[config.mk]
export PLATFORM = sky130hd
export DESIGN_NAME = spi_chan_seq
export DESIGN_NICKNAME = d
export VERILOG_FILES = /design/src/rtl/spi_chan_pkg.sv /design/src/rtl/spi_chan_regs.sv /design/src/rtl/spi_chan_gate.sv /design/src/rtl/spi_chan_shifter.sv /design/src/rtl/spi_chan_seq.sv
export SDC_FILE = /design/constraint.sdc
export NUM_CORES = 1
export LEC_CHECK = 0
export BUFFER_PORTS_ARGS = -buffer_cell sky130_fd_sc_hd__buf_2
export CAP_MARGIN = 0
export CORE_MARGIN = 3
export CORE_UTILIZATION = 55
export CTS_CLUSTER_DIAMETER = 200
export DETAILED_ROUTE_END_ITERATION = 8
export PLACE_DENSITY = 0.74
export SLEW_MARGIN = 10
export SYNTH_ARGS = -nofsm -noshare
export SYNTH_HDL_FRONTEND = slang
export SYNTH_HIERARCHICAL = 1
export SYNTH_SLANG_ARGS = --single-unit
[constraint.sdc]
create_clock -name clk -period 5.4 [get_ports clk]
set_clock_uncertainty 0.2 [all_clocks]
set_input_delay 0.27 -clock clk [delete_from_list [all_inputs] [get_ports clk]]
set_output_delay 0.27 -clock clk [all_outputs]
set_load 0.005 [all_outputs]
[src/rtl/spi_chan_pkg.sv]
`timescale 1ns/1ps
package spi_chan_pkg;
  localparam int REG_W = 32;
  localparam int CFG_W = 23;

  localparam logic [2:0] A_CONF = 3'd0;
  localparam logic [2:0] A_STAT = 3'd1;
  localparam logic [2:0] A_CTRL = 3'd2;
  localparam logic [2:0] A_TX   = 3'd3;
  localparam logic [2:0] A_RX   = 3'd4;

  localparam logic [CFG_W-1:0] CFG_RST = 23'h060000;

  localparam int B_WL_LO  = 7;
  localparam int B_MODE   = 12;
  localparam int B_TXDMA  = 14;
  localparam int B_RXDMA  = 15;
  localparam int B_TURBO  = 19;
  localparam int B_FORCE  = 20;

  typedef enum logic [1:0] {
    M_DUPLEX = 2'd0,
    M_RXONLY = 2'd1,
    M_TXONLY = 2'd2,
    M_RSVD   = 2'd3
  } xfer_mode_e;

  // field values below 3 are not allowed; they run as a 4-bit word
  function automatic int word_len(input logic [4:0] f);
    return (f < 5'd3) ? 4 : int'(f) + 1;
  endfunction
endpackage

[src/rtl/spi_chan_regs.sv]
`timescale 1ns/1ps
module spi_chan_regs
  import spi_chan_pkg::*;
#(
  parameter int DW = 32
) (
  input  logic             clk,
  input  logic             rst,
  input  logic             wr_i,
  input  logic             rd_i,
  input  logic [2:0]       addr_i,
  input  logic [REG_W-1:0] wdata_i,
  output logic [REG_W-1:0] rdata_o,
  input  logic             start_i,
  input  logic             done_i,
  input  logic             rx_valid_i,
  input  logic [DW-1:0]    rx_word_i,
  output logic [4:0]       wl_o,
  output logic [1:0]       mode_o,
  output logic             turbo_o,
  output logic             force_o,
  output logic             en_o,
  output logic             txs_o,
  output logic             rxs_o,
  output logic [DW-1:0]    tx_word_o,
  output logic             att_o,
  output logic             tx_dreq_o,
  output logic             rx_dreq_o
);
  logic [CFG_W-1:0] cfg_q;
  logic             en_q, txs_q, rxs_q, eot_q;
  logic [DW-1:0]    tx_q, rx_q;
  logic [REG_W-1:0] rdata_q;
  logic             txd_q, rxd_q;
  logic [1:0]       mode;

  assign mode = cfg_q[B_MODE+1:B_MODE];

  // attempt sources: TX write, RX read, enable rising
  assign att_o = (wr_i && addr_i == A_TX) ||
                 (rd_i && addr_i == A_RX) ||
                 (wr_i && addr_i == A_CTRL && wdata_i[0] && !en_q);

  always_ff @(posedge clk) begin
    if (rst) begin
      cfg_q   <= CFG_RST;
      en_q    <= 1'b0;
      txs_q   <= 1'b1;
      rxs_q   <= 1'b0;
      eot_q   <= 1'b0;
      tx_q    <= '0;
      rx_q    <= '0;
      rdata_q <= '0;
      txd_q   <= 1'b0;
      rxd_q   <= 1'b0;
    end else begin
      if (wr_i) begin
        case (addr_i)
          A_CONF: cfg_q <= wdata_i[CFG_W-1:0];
          A_CTRL: en_q  <= wdata_i[0];
          A_TX: begin
            tx_q  <= wdata_i[DW-1:0];
            txs_q <= 1'b0;
          end
          default: ;
        endcase
      end
      if (rd_i) begin
        case (addr_i)
          A_CONF:  rdata_q <= REG_W'(cfg_q);
          A_STAT:  rdata_q <= REG_W'({eot_q, txs_q, rxs_q});
          A_CTRL:  rdata_q <= REG_W'(en_q);
          A_TX:    rdata_q <= REG_W'(tx_q);
          A_RX: begin
            rdata_q <= REG_W'(rx_q);
            rxs_q   <= 1'b0;
          end
          default: rdata_q <= '0;
        endcase
      end
      if (start_i) eot_q <= 1'b0;
      if (done_i) begin
        tx_q  <= '0;
        eot_q <= 1'b1;
        txs_q <= 1'b1;
        if (mode != M_TXONLY) rxs_q <= 1'b1;
        if (rx_valid_i) rx_q <= rx_word_i;
      end
      txd_q <= en_q && cfg_q[B_TXDMA] && txs_q && (mode != M_RXONLY);
      rxd_q <= en_q && cfg_q[B_RXDMA] && rxs_q && (mode != M_TXONLY);
    end
  end

  assign rdata_o   = rdata_q;
  assign wl_o      = cfg_q[B_WL_LO+4:B_WL_LO];
  assign mode_o    = mode;
  assign turbo_o   = cfg_q[B_TURBO];
  assign force_o   = cfg_q[B_FORCE];
  assign en_o      = en_q;
  assign txs_o     = txs_q;
  assign rxs_o     = rxs_q;
  assign tx_word_o = tx_q;
  assign tx_dreq_o = txd_q;
  assign rx_dreq_o = rxd_q;

  p_tx_cleared_r7: assert property (@(posedge clk) disable iff (rst)
    done_i |=> (tx_q == '0) && txs_q && eot_q);
  p_rxs_set_r7: assert property (@(posedge clk) disable iff (rst)
    (done_i && mode != M_TXONLY) |=> rxs_q);
  p_eot_clear_r14: assert property (@(posedge clk) disable iff (rst)
    start_i |=> !eot_q);
  p_gate_tx_r4: assert property (@(posedge clk) disable iff (rst)
    start_i |-> !(txs_q && mode != M_RXONLY));
  p_gate_rx_r4: assert property (@(posedge clk) disable iff (rst)
    start_i |-> !(rxs_q && mode != M_TXONLY && !cfg_q[B_TURBO]));
endmodule

[src/rtl/spi_chan_gate.sv]
`timescale 1ns/1ps
module spi_chan_gate
  import spi_chan_pkg::*;
(
  input  logic       clk,
  input  logic       rst,
  input  logic       att_i,
  input  logic       busy_i,
  input  logic       done_i,
  input  logic       en_i,
  input  logic       txs_i,
  input  logic       rxs_i,
  input  logic [1:0] mode_i,
  input  logic       turbo_i,
  output logic       start_o,
  output logic       tx_evt_o,
  output logic       rx_evt_o
);
  logic pend_q, eval_q, txe_q, rxe_q;
  logic consume, rx_block, tx_block, blk;

  // an attempt waits while a shift runs or its completion is being recorded
  assign consume  = pend_q && !busy_i && !done_i;
  assign rx_block = rxs_i && (mode_i != M_TXONLY) && !turbo_i;
  assign tx_block = txs_i && (mode_i != M_RXONLY);
  assign blk      = consume && en_i && (rx_block || tx_block);
  assign start_o  = consume && en_i && !(rx_block || tx_block);

  always_ff @(posedge clk) begin
    if (rst) begin
      pend_q <= 1'b0;
      eval_q <= 1'b0;
      txe_q  <= 1'b0;
      rxe_q  <= 1'b0;
    end else begin
      pend_q <= (pend_q && !consume) || att_i;
      eval_q <= blk || done_i;
      txe_q  <= eval_q && txs_i && (mode_i != M_RXONLY);
      rxe_q  <= eval_q && rxs_i && (mode_i != M_TXONLY) && !turbo_i;
    end
  end

  assign tx_evt_o = txe_q;
  assign rx_evt_o = rxe_q;

  p_start_en_r3: assert property (@(posedge clk) disable iff (rst)
    start_o |-> en_i);
  p_start_idle_r12: assert property (@(posedge clk) disable iff (rst)
    start_o |-> !busy_i);
  p_evt_excl_r13: assert property (@(posedge clk) disable iff (rst)
    rx_evt_o |-> $past(mode_i) != M_TXONLY);
endmodule

[src/rtl/spi_chan_shifter.sv]
`timescale 1ns/1ps
module spi_chan_shifter
  import spi_chan_pkg::*;
#(
  parameter int DW       = 32,
  parameter int HALF_DIV = 2
) (
  input  logic          clk,
  input  logic          rst,
  input  logic          start_i,
  input  logic          drive_i,
  input  logic [4:0]    wl_i,
  input  logic [DW-1:0] word_i,
  input  logic          miso_i,
  output logic          busy_o,
  output logic          done_o,
  output logic          rx_valid_o,
  output logic [DW-1:0] rx_word_o,
  output logic          sclk_o,
  output logic          mosi_o,
  output logic          cs_n_o
);
  localparam int SHW  = $clog2(DW + 1);
  localparam int DIVW = (HALF_DIV > 1) ? $clog2(HALF_DIV) : 1;

  logic            busy_q, done_q, rxv_q, sclk_q, cs_n_q;
  logic [DW-1:0]   shreg_q, rxsh_q, rxw_q;
  logic [SHW-1:0]  bitcnt_q, len_q, len_w;
  logic [DIVW-1:0] div_q;

  assign len_w = (word_len(wl_i) > DW) ? SHW'(DW) : SHW'(word_len(wl_i));

  always_ff @(posedge clk) begin
    if (rst) begin
      busy_q   <= 1'b0;
      done_q   <= 1'b0;
      rxv_q    <= 1'b0;
      sclk_q   <= 1'b0;
      cs_n_q   <= 1'b1;
      shreg_q  <= '0;
      rxsh_q   <= '0;
      rxw_q    <= '0;
      bitcnt_q <= '0;
      len_q    <= '0;
      div_q    <= '0;
    end else begin
      done_q <= 1'b0;
      rxv_q  <= 1'b0;
      if (!busy_q) begin
        if (start_i) begin
          if (drive_i) begin
            busy_q   <= 1'b1;
            cs_n_q   <= 1'b0;
            shreg_q  <= word_i << (SHW'(DW) - len_w);
            rxsh_q   <= '0;
            bitcnt_q <= '0;
            div_q    <= '0;
            len_q    <= len_w;
          end else begin
            done_q <= 1'b1;
          end
        end
      end else if (div_q == DIVW'(HALF_DIV - 1)) begin
        div_q <= '0;
        if (!sclk_q) begin
          sclk_q <= 1'b1;
          rxsh_q <= {rxsh_q[DW-2:0], miso_i};
        end else begin
          sclk_q <= 1'b0;
          if (bitcnt_q == len_q - 1'b1) begin
            busy_q  <= 1'b0;
            cs_n_q  <= 1'b1;
            done_q  <= 1'b1;
            rxv_q   <= 1'b1;
            rxw_q   <= rxsh_q;
            shreg_q <= '0;
          end else begin
            shreg_q  <= shreg_q << 1;
            bitcnt_q <= bitcnt_q + 1'b1;
          end
        end
      end else begin
        div_q <= div_q + 1'b1;
      end
    end
  end

  assign busy_o     = busy_q;
  assign done_o     = done_q;
  assign rx_valid_o = rxv_q;
  assign rx_word_o  = rxw_q;
  assign sclk_o     = sclk_q;
  assign mosi_o     = shreg_q[DW-1];
  assign cs_n_o     = cs_n_q;

  p_sclk_idle_r6: assert property (@(posedge clk) disable iff (rst)
    cs_n_q |-> !sclk_q);
  p_bitcnt_r6: assert property (@(posedge clk) disable iff (rst)
    busy_q |-> bitcnt_q < len_q);
  p_len_min_r11: assert property (@(posedge clk) disable iff (rst)
    busy_q |-> len_q >= SHW'(4));
endmodule

[src/rtl/spi_chan_seq.sv]
`timescale 1ns/1ps
module spi_chan_seq
  import spi_chan_pkg::*;
#(
  parameter int DW       = 32,
  parameter int HALF_DIV = 2
) (
  input  logic        clk,
  input  logic        rst,
  input  logic        single_mode_i,
  input  logic        reg_wr_i,
  input  logic        reg_rd_i,
  input  logic [2:0]  reg_addr_i,
  input  logic [31:0] reg_wdata_i,
  output logic [31:0] reg_rdata_o,
  output logic        sclk_o,
  output logic        mosi_o,
  input  logic        miso_i,
  output logic        cs_n_o,
  output logic        tx_dreq_o,
  output logic        rx_dreq_o,
  output logic        tx_empty_evt_o,
  output logic        rx_full_evt_o
);
  logic          start, done, busy, rx_valid, att;
  logic          en, txs, rxs, turbo, force_bit;
  logic [4:0]    wl;
  logic [1:0]    mode;
  logic [DW-1:0] tx_word, rx_word;

  spi_chan_regs #(.DW(DW)) u_regs (
    .clk(clk), .rst(rst),
    .wr_i(reg_wr_i), .rd_i(reg_rd_i), .addr_i(reg_addr_i),
    .wdata_i(reg_wdata_i), .rdata_o(reg_rdata_o),
    .start_i(start), .done_i(done), .rx_valid_i(rx_valid), .rx_word_i(rx_word),
    .wl_o(wl), .mode_o(mode), .turbo_o(turbo), .force_o(force_bit),
    .en_o(en), .txs_o(txs), .rxs_o(rxs), .tx_word_o(tx_word), .att_o(att),
    .tx_dreq_o(tx_dreq_o), .rx_dreq_o(rx_dreq_o)
  );

  spi_chan_gate u_gate (
    .clk(clk), .rst(rst),
    .att_i(att), .busy_i(busy), .done_i(done),
    .en_i(en), .txs_i(txs), .rxs_i(rxs), .mode_i(mode), .turbo_i(turbo),
    .start_o(start), .tx_evt_o(tx_empty_evt_o), .rx_evt_o(rx_full_evt_o)
  );

  spi_chan_shifter #(.DW(DW), .HALF_DIV(HALF_DIV)) u_shift (
    .clk(clk), .rst(rst),
    .start_i(start), .drive_i(!single_mode_i || force_bit),
    .wl_i(wl), .word_i(tx_word), .miso_i(miso_i),
    .busy_o(busy), .done_o(done), .rx_valid_o(rx_valid), .rx_word_o(rx_word),
    .sclk_o(sclk_o), .mosi_o(mosi_o), .cs_n_o(cs_n_o)
  );
endmodule

==> flow_metrics.py, run 1 <==
metrics = {
    "hold_path": {
        "hp-class": "input pin to flip-flop",
        "worst_hold_path.num_cells": 3,
        "hp-start": "reg_rd_i",
        "hold_path_end": "u_regs/rdata_o[2]$_SDFFE_PP0P_",
    },
    "floorplan": {
        "die_width_um": 151.2,
        "core_mm2": 0.02049,
        "rows": 52,
        "ios": 80,
        "die_h_um": 151.2,
        "initial_core_util": 0.5658,
        "die_area_mm2": 0.02286,
    },
    "grt": {
        "grt_max_degree": 138,
        "grt_usage": 0.2668,
        "globalRouteMet3Util": 0.03860,
        "use_met1": 0.3768,
        "grt_pass1_vias": 9285,
        "met2_usage": 0.4205,
        "grt_antenna_before_repair": 0,
        "overflow": 0,
        "grt_busiest_layer": "met2",
        "grt_pass1_wl_um": 49050,
    },
    "detailed_routing": {
        "vias_per_cell": 6.065,
        "wirelength_um": 31210,
        "antenna_left": 0,
        "via_count": 10038,
        "drt_first_pass_iters": 7,
        "drc": 0,
        "drt_iter0_drc": 922,
        "avgRoutedWirePerCell_um": 18.86,
    },
    "logic_synthesis": {
        "avgSynthCellArea_um2": 8.745,
        "syn_nets": 1371,
        "synth-edff-count": 0,
        "yosysUniqueCellTypes": 80,
        "async_flop_share": 0,
        "yosys.area.top_type_share": 0.4195,
        "synth_ff_type": "dfxtp_1",
        "synth_seq_cells": 243,
        "synthTopCellsByArea": "dfxtp_1 42%, nand2_1 8.9%, a21oi_1 6.1%",
        "synth.most_common_cell": "nand2_1",
        "synth.yosys.warnings": 6,
        "ys_top_cells_by_count": "275 x nand2_1, 243 x dfxtp_1, 142 x a21oi_1, 109 x nor2_1, 62 x clkbuf_1",
        "syn_inst": 1326,
        "synth_area_leader_cell": "dfxtp_1",
        "syn_area_mm2": 0.01160,
        "yosysSeqAreaShare": 0.4195,
    },
    "clocking": {
        "h-tree-depth": 1,
        "cts_buffers": 26,
        "clock_latency_ps": 540,
        "root_buffer": "clkbuf_16",
        "clk_pin_slew_ps": 60,
        "cts.sinks": 243,
        "clk_path_buf_depth": 3,
        "post_cts_buffers": 0,
        "cts_tree": "yes",
    },
    "layout": {
        "design_area_mm2": 0.01316,
        "diodes": 0,
        "finalNetCount": 1410,
        "area_growth_pct": 13.51,
        "drive_above_1_share": 0.1588,
    },
    "power_and_ir_drop": {
        "power.density_mw_per_mm2": 306.3,
        "vdd.ir_drop.worst_mv": 0.3093,
        "leakage_nw": 4.822,
        "power.total_w": 0.004031,
    },
    "worst_setup_path": {
        "critical_path.max_fanout": 22,
        "crit_top_cell": "and2_1",
        "start_kind": "flip-flop",
        "crit_cells": 9,
        "rrSetupSlack_ps": 1520,
        "path_cells": "and2_1 > nand4_1 > o211ai_1 > ha_1 > o31a_1 > o211a_1 > and2_1 > a221oi_1 > a311oi_1",
        "crit_type": "flip-flop to flip-flop",
        "critPathArrivalTime_ps": 4120,
        "cp_slowest_cell": "dfxtp_1",
        "cp-end-kind": "flip-flop",
        "cp_num_buf_inv": 0,
        "r2r_start": "u_regs/cfg_q[7]$_SDFFE_PP0P_",
        "cpPeakStageDelay_ps": 660,
        "r2r-end": "u_shift/shreg_q[31]$_SDFFE_PP0P_",
        "cp_top_family": "compound AO/OA/AOI/OAI gates",
        "reg2regPathDepth": 9,
        "critical_path_required_ps": 5640,
    },
    "placement": {
        "hpwl_um": 20330,
        "place_area_mm2": 0.01183,
        "port_buffers": 79,
        "gp_congestion": 0.9260,
    },
    "sta": {
        "fin_crit_ps": 3884,
        "tightestPinTransition_ps": 1219,
        "setup_tns_ps": 0,
        "fmax_ghz": 0.2575,
        "slew_violations": 0,
        "grt_setup_unrepaired": "no",
        "max_slew_margin": 0.1876,
        "hold_viol_final": 0,
        "setup_viol": 0,
        "holdWs_ps": 59.80,
        "finalCritPeriodShare": 0.7193,
    },
    "run_status": {
        "status": "complete, no violations",
    },
    "run": {
        "cap_violations": 0,
    },
}
[power breakdown]
group          total (W)  switching, W  internal (W)
Combinational   0.000240      0.000142     0.0000981
Sequential       0.00183     0.0000187       0.00181
Clock            0.00197      0.000760       0.00121
Total            0.00403      0.000921       0.00311
[routing by layer]
metal	vias up	part of all wire	wire, um
met5	-	0	0
li1	4798	-	-
met3	59	0.065	2027
met4	0	0.031	967
met2	392	0.47	14560
met1	4789	0.44	13660
[worst max-delay path by stage]
| stage | from | to | slack (ps) |
|---|---|---|---|
| 2_1_floorplan | u_regs/cfg_q[7]$_SDFFE_PP0P_ | u_shift/shreg_q[25]$_SDFFE_PP0P_ | 2080 |
| 3_3_place_gp | u_regs/cfg_q[7]$_SDFFE_PP0P_ | u_shift/shreg_q[31]$_SDFFE_PP0P_ | 1750 |
| 3_5_place_dp | u_regs/cfg_q[7]$_SDFFE_PP0P_ | u_shift/shreg_q[31]$_SDFFE_PP0P_ | 1620 |
| 4_1_cts | u_regs/cfg_q[7]$_SDFFE_PP0P_ | u_shift/shreg_q[31]$_SDFFE_PP0P_ | 1590 |
| 5_1_grt | u_regs/cfg_q[7]$_SDFFE_PP0P_ | u_shift/shreg_q[31]$_SDFFE_PP0P_ | 1200 |
| 6_report | u_regs/cfg_q[7]$_SDFFE_PP0P_ | u_shift/shreg_q[31]$_SDFFE_PP0P_ | 1520 |
[metrics by stage]
step,util,instances,setup slack [ps]
3_3_place_gp,0.5774,1572,1750
2_1_floorplan,-,1326,2084
5_1_grt,0.6422,1655,1203
4_1_cts,0.6422,1655,1594
6_report,0.6422,1655,1516
3_5_place_dp,0.5774,1572,1625
[cells in the final DEF, fill, tap and decap left out, types with 12 or more instances in the layout]
| master | instances |
|---|---|
| buf_4 | 19 |
| dfxtp_1 | 243 |
| a21oi_1 | 142 |
| nand2b_1 | 12 |
| nor3_1 | 23 |
| dlygate4sd3_1 | 35 |
| inv_1 | 14 |
| a22o_1 | 20 |
| mux2i_1 | 52 |
| nor2_1 | 106 |
| a22oi_1 | 43 |
| a211oi_1 | 26 |
| buf_2 | 78 |
| nand2_1 | 275 |
| a221oi_1 | 28 |
| mux4_2 | 30 |
| clkbuf_16 | 26 |
| o2bb2ai_1 | 21 |
[cell type report]
type                    instances  area [um^2]
repair buffers                133        894.6
inverters                      16        60.06
multi-input cells             945         6027
clock inverters                13        203.9
flip-flops and latches        243         4865
well taps                     270        337.8
clock buffers                  35        774.5
fillers                      1724         7332
[worst reg2reg max path, stage by stage (launching register included)]
cell      delay [ps]
dfxtp_1          660
and2_1           370
nand4_1          150
o211ai_1         210
ha_1             320
o31a_1           200
o211a_1          610
and2_1           590
a221oi_1         180
a311oi_1         310
[state kept, by name, summed over array words and instances, names as in the netlist, 6 cells and up]
| signal | count |
|---|---|
| u_regs/rdata_o | 32 |
| u_shift/shreg_q | 32 |
| u_regs/rx_q | 32 |
| u_shift/rxsh_q | 32 |
| u_regs/cfg_q | 23 |
| u_regs/tx_word_o | 32 |
| u_shift/bitcnt_q | 6 |
| u_shift/rx_word_o | 32 |
| u_shift/len_q | 6 |
[what timing repair did]
| item | 4_1_cts | 5_1_grt |
|---|---|---|
| gates resized for setup | 0 | 0 |
| endpoints found under the hold margin | 59 | 0 |
| hold buffers | 35 | 0 |
[logic make-up (layout without fill, tap and decap cells)]
group,Yosys count,in the layout,share of synthesized area
simple gates,495,495,0.1887
fa+ha+maj,4,4,0.004316
mux,93,93,0.1138
xor+xnor,12,12,0.009064
flops,243,243,0.4195
compound gates,341,341,0.2017
buf+inv,138,197,0.06290
Note: power is estimated with default switching activity, not from simulation.
==> run 2: changes to the inputs <==
PLACE_DENSITY = 0.76   (was 0.74)
clock period = 3.3 ns   (was 5.4 ns; I/O delays follow)
==> run 2 against run 1 <==
Net effect:
- clock-buffer cell count fell by 1
- sequential share of layout area shrank 1.3 points
- worst setup slack worse by 1500 ps
- sequential power rose by 63%
- final cell count grew 2.2%
- combinational power up 92%
- via count is 4.7% higher
- wire length rose by 4.8%
- non-clock buffer count rose by 40
- critical path depth up 2
- cell area up 3.7%
- first-iteration DRC count is 46% higher
==> flow_metrics.py, run 2 (synthesis results as in run 1) <==
metrics = {
    "run": {
        "cap_violations": 0,
    },
    "grt": {
        "grt_usage": 0.2747,
        "grt_antenna_before_repair": 0,
        "overflow": 0,
        "grt_pass1_wl_um": 50360,
        "grt_pass1_vias": 9418,
        "grt_max_degree": 87,
    },
    "power_and_ir_drop": {
        "vdd.ir_drop.worst_mv": 0.4193,
        "leakage_nw": 5.042,
        "power.total_w": 0.006629,
        "power.density_mw_per_mm2": 485.7,
    },
    "sta": {
        "fin_crit_ps": 3292,
        "fmax_ghz": 0.3038,
        "max_slew_margin": 0.2347,
        "setup_tns_ps": 0,
        "tightestPinTransition_ps": 1145,
        "finalCritPeriodShare": 0.9975,
        "slew_violations": 0,
        "hold_viol_final": 0,
        "setup_viol": 0,
    },
    "floorplan": {
        "die_h_um": 151.2,
        "core_mm2": 0.02049,
        "die_area_mm2": 0.02286,
        "die_width_um": 151.2,
        "ios": 80,
        "initial_core_util": 0.5658,
        "rows": 52,
    },
    "placement": {
        "port_buffers": 79,
        "hpwl_um": 21110,
        "gp_congestion": 0.9368,
        "place_area_mm2": 0.01206,
    },
    "clocking": {
        "cts.sinks": 243,
        "cts_tree": "yes",
        "clk_path_buf_depth": 3,
        "clk_pin_slew_ps": 70,
        "h-tree-depth": 1,
        "clock_latency_ps": 550,
        "root_buffer": "clkbuf_16",
        "cts_buffers": 26,
    },
    "layout": {
        "layout_commonest_cell": "nand2_1",
        "finalNetCount": 1450,
        "final_cell_mix": "275 x nand2_1, 240 x dfxtp_1, 142 x a21oi_1",
        "diodes": 0,
        "area_growth_pct": 17.72,
        "drive_above_1_share": 0.1828,
        "design_area_mm2": 0.01365,
        "nFillCells": 1589,
    },
    "worst_setup_path": {
        "cp-end-kind": "flip-flop",
        "reg2regPathDepth": 11,
        "crit_type": "flip-flop to flip-flop",
        "start_kind": "flip-flop",
        "critical_path.max_fanout": 34,
        "rrSetupSlack_ps": 8,
        "critical_path_required_ps": 3530,
        "r2r_start": "u_regs/cfg_q[7]$_SDFFE_PP0P_",
        "critPathArrivalTime_ps": 3520,
        "r2r-end": "u_shift/shreg_q[30]$_SDFFE_PP0P_",
    },
    "detailed_routing": {
        "avgRoutedWirePerCell_um": 19.33,
        "vias_per_cell": 6.210,
        "via_count": 10507,
        "drt_first_pass_iters": 6,
        "antenna_left": 0,
        "wirelength_um": 32710,
        "drc": 0,
        "drt_iter0_drc": 1345,
    },
    "hold_path": {
        "hold_path_end": "u_regs/rdata_o[2]$_SDFFE_PP0P_",
        "hp-start": "reg_addr_i[2]",
        "hp-class": "input pin to flip-flop",
        "worst_hold_path.num_cells": 3,
    },
    "run_status": {
        "status": "complete, no violations",
    },
}
-- run 2: cell types whose count changed in the layout (fill, tap and decap cells not counted), moves of 4 or more --
cell,before,now
buf_12,0,5
buf_4,19,41
dlygate4sd3_1,35,44
mux2i_1,52,48
-- run 2: metal layers --
| metal | GRT usage | vias up | part of all wire |
|---|---|---|---|
| li1 | - | 4865 | - |
| met1 | 0.3779 | 5022 | 0.41 |
| met2 | 0.4374 | 524 | 0.47 |
| met3 | 0.03411 | 96 | 0.080 |
| met4 | 0.1160 | 0 | 0.048 |
| met5 | 0 | - | 0 |
-- run 2: area by class of cell --
class                      instances  area, um^2  share of cell area
timing repair buffer             173        1340             0.09817
inverter                          16       60.06            0.004400
clock buffer                      34       740.7             0.05426
tap                              270       337.8             0.02475
sequential                       243        4871              0.3568
multi-input combinational        945        6087              0.4459
clock inverter                    11       214.0             0.01567
-- run 2: how the worst max path moves through the flow --
stage | from | end | slack [ps] | cells after the start
2_1_floorplan | u_regs/cfg_q[7]$_SDFFE_PP0P_ | u_shift/shreg_q[21]$_SDFFE_PP0P_ | 3 | 13
3_3_place_gp | u_regs/cfg_q[7]$_SDFFE_PP0P_ | u_shift/shreg_q[21]$_SDFFE_PP0P_ | 190 | 13
3_5_place_dp | u_regs/cfg_q[7]$_SDFFE_PP0P_ | u_shift/shreg_q[26]$_SDFFE_PP0P_ | 90 | 13
4_1_cts | u_regs/cfg_q[7]$_SDFFE_PP0P_ | u_shift/shreg_q[26]$_SDFFE_PP0P_ | 30 | 13
5_1_grt | u_regs/cfg_q[7]$_SDFFE_PP0P_ | u_shift/shreg_q[22]$_SDFFE_PP0P_ | -40 | 15
6_report | u_regs/cfg_q[7]$_SDFFE_PP0P_ | u_shift/shreg_q[30]$_SDFFE_PP0P_ | 8 | 11
-- run 2: power breakdown --
part           switching (W)  internal [W]  total (W)
registers          0.0000270       0.00296    0.00298
logic               0.000255      0.000206   0.000461
clock network        0.00121       0.00197    0.00318
-- run 2: what timing repair did --
| item | CTS | global route |
|---|---|---|
| resized for setup | 0 | 19 |
| buffers inserted | 0 | 5 |
| endpoints found under the setup margin | 0 | 27 |
| endpoints found under the hold margin | 125 | 0 |
| hold buffers | 44 | 0 |
-- run 2: through the flow --
stage	hold slack, ps	setup WS, ps	cells	utilization
2_1_floorplan	34.07	3.464	1326	-
3_3_place_gp	204.9	193.0	1595	0.5883
3_5_place_dp	210.0	87.30	1595	0.5883
4_1_cts	26.47	26.78	1684	0.6563
5_1_grt	71.08	-39.69	1692	0.6661
6_report	60.46	8.356	1692	0.6661
-- run 2: worst max-delay path: stages (launching register included) --
cell and delay, ps:
dfxtp_4 370, buf_8 140, nand2_1 140, nand2_1 70
o211ai_1 280, ha_2 360, buf_12 170, o311ai_2 560
mux2i_1 150, mux2i_1 250, nand2_1 120, a311oi_1 330
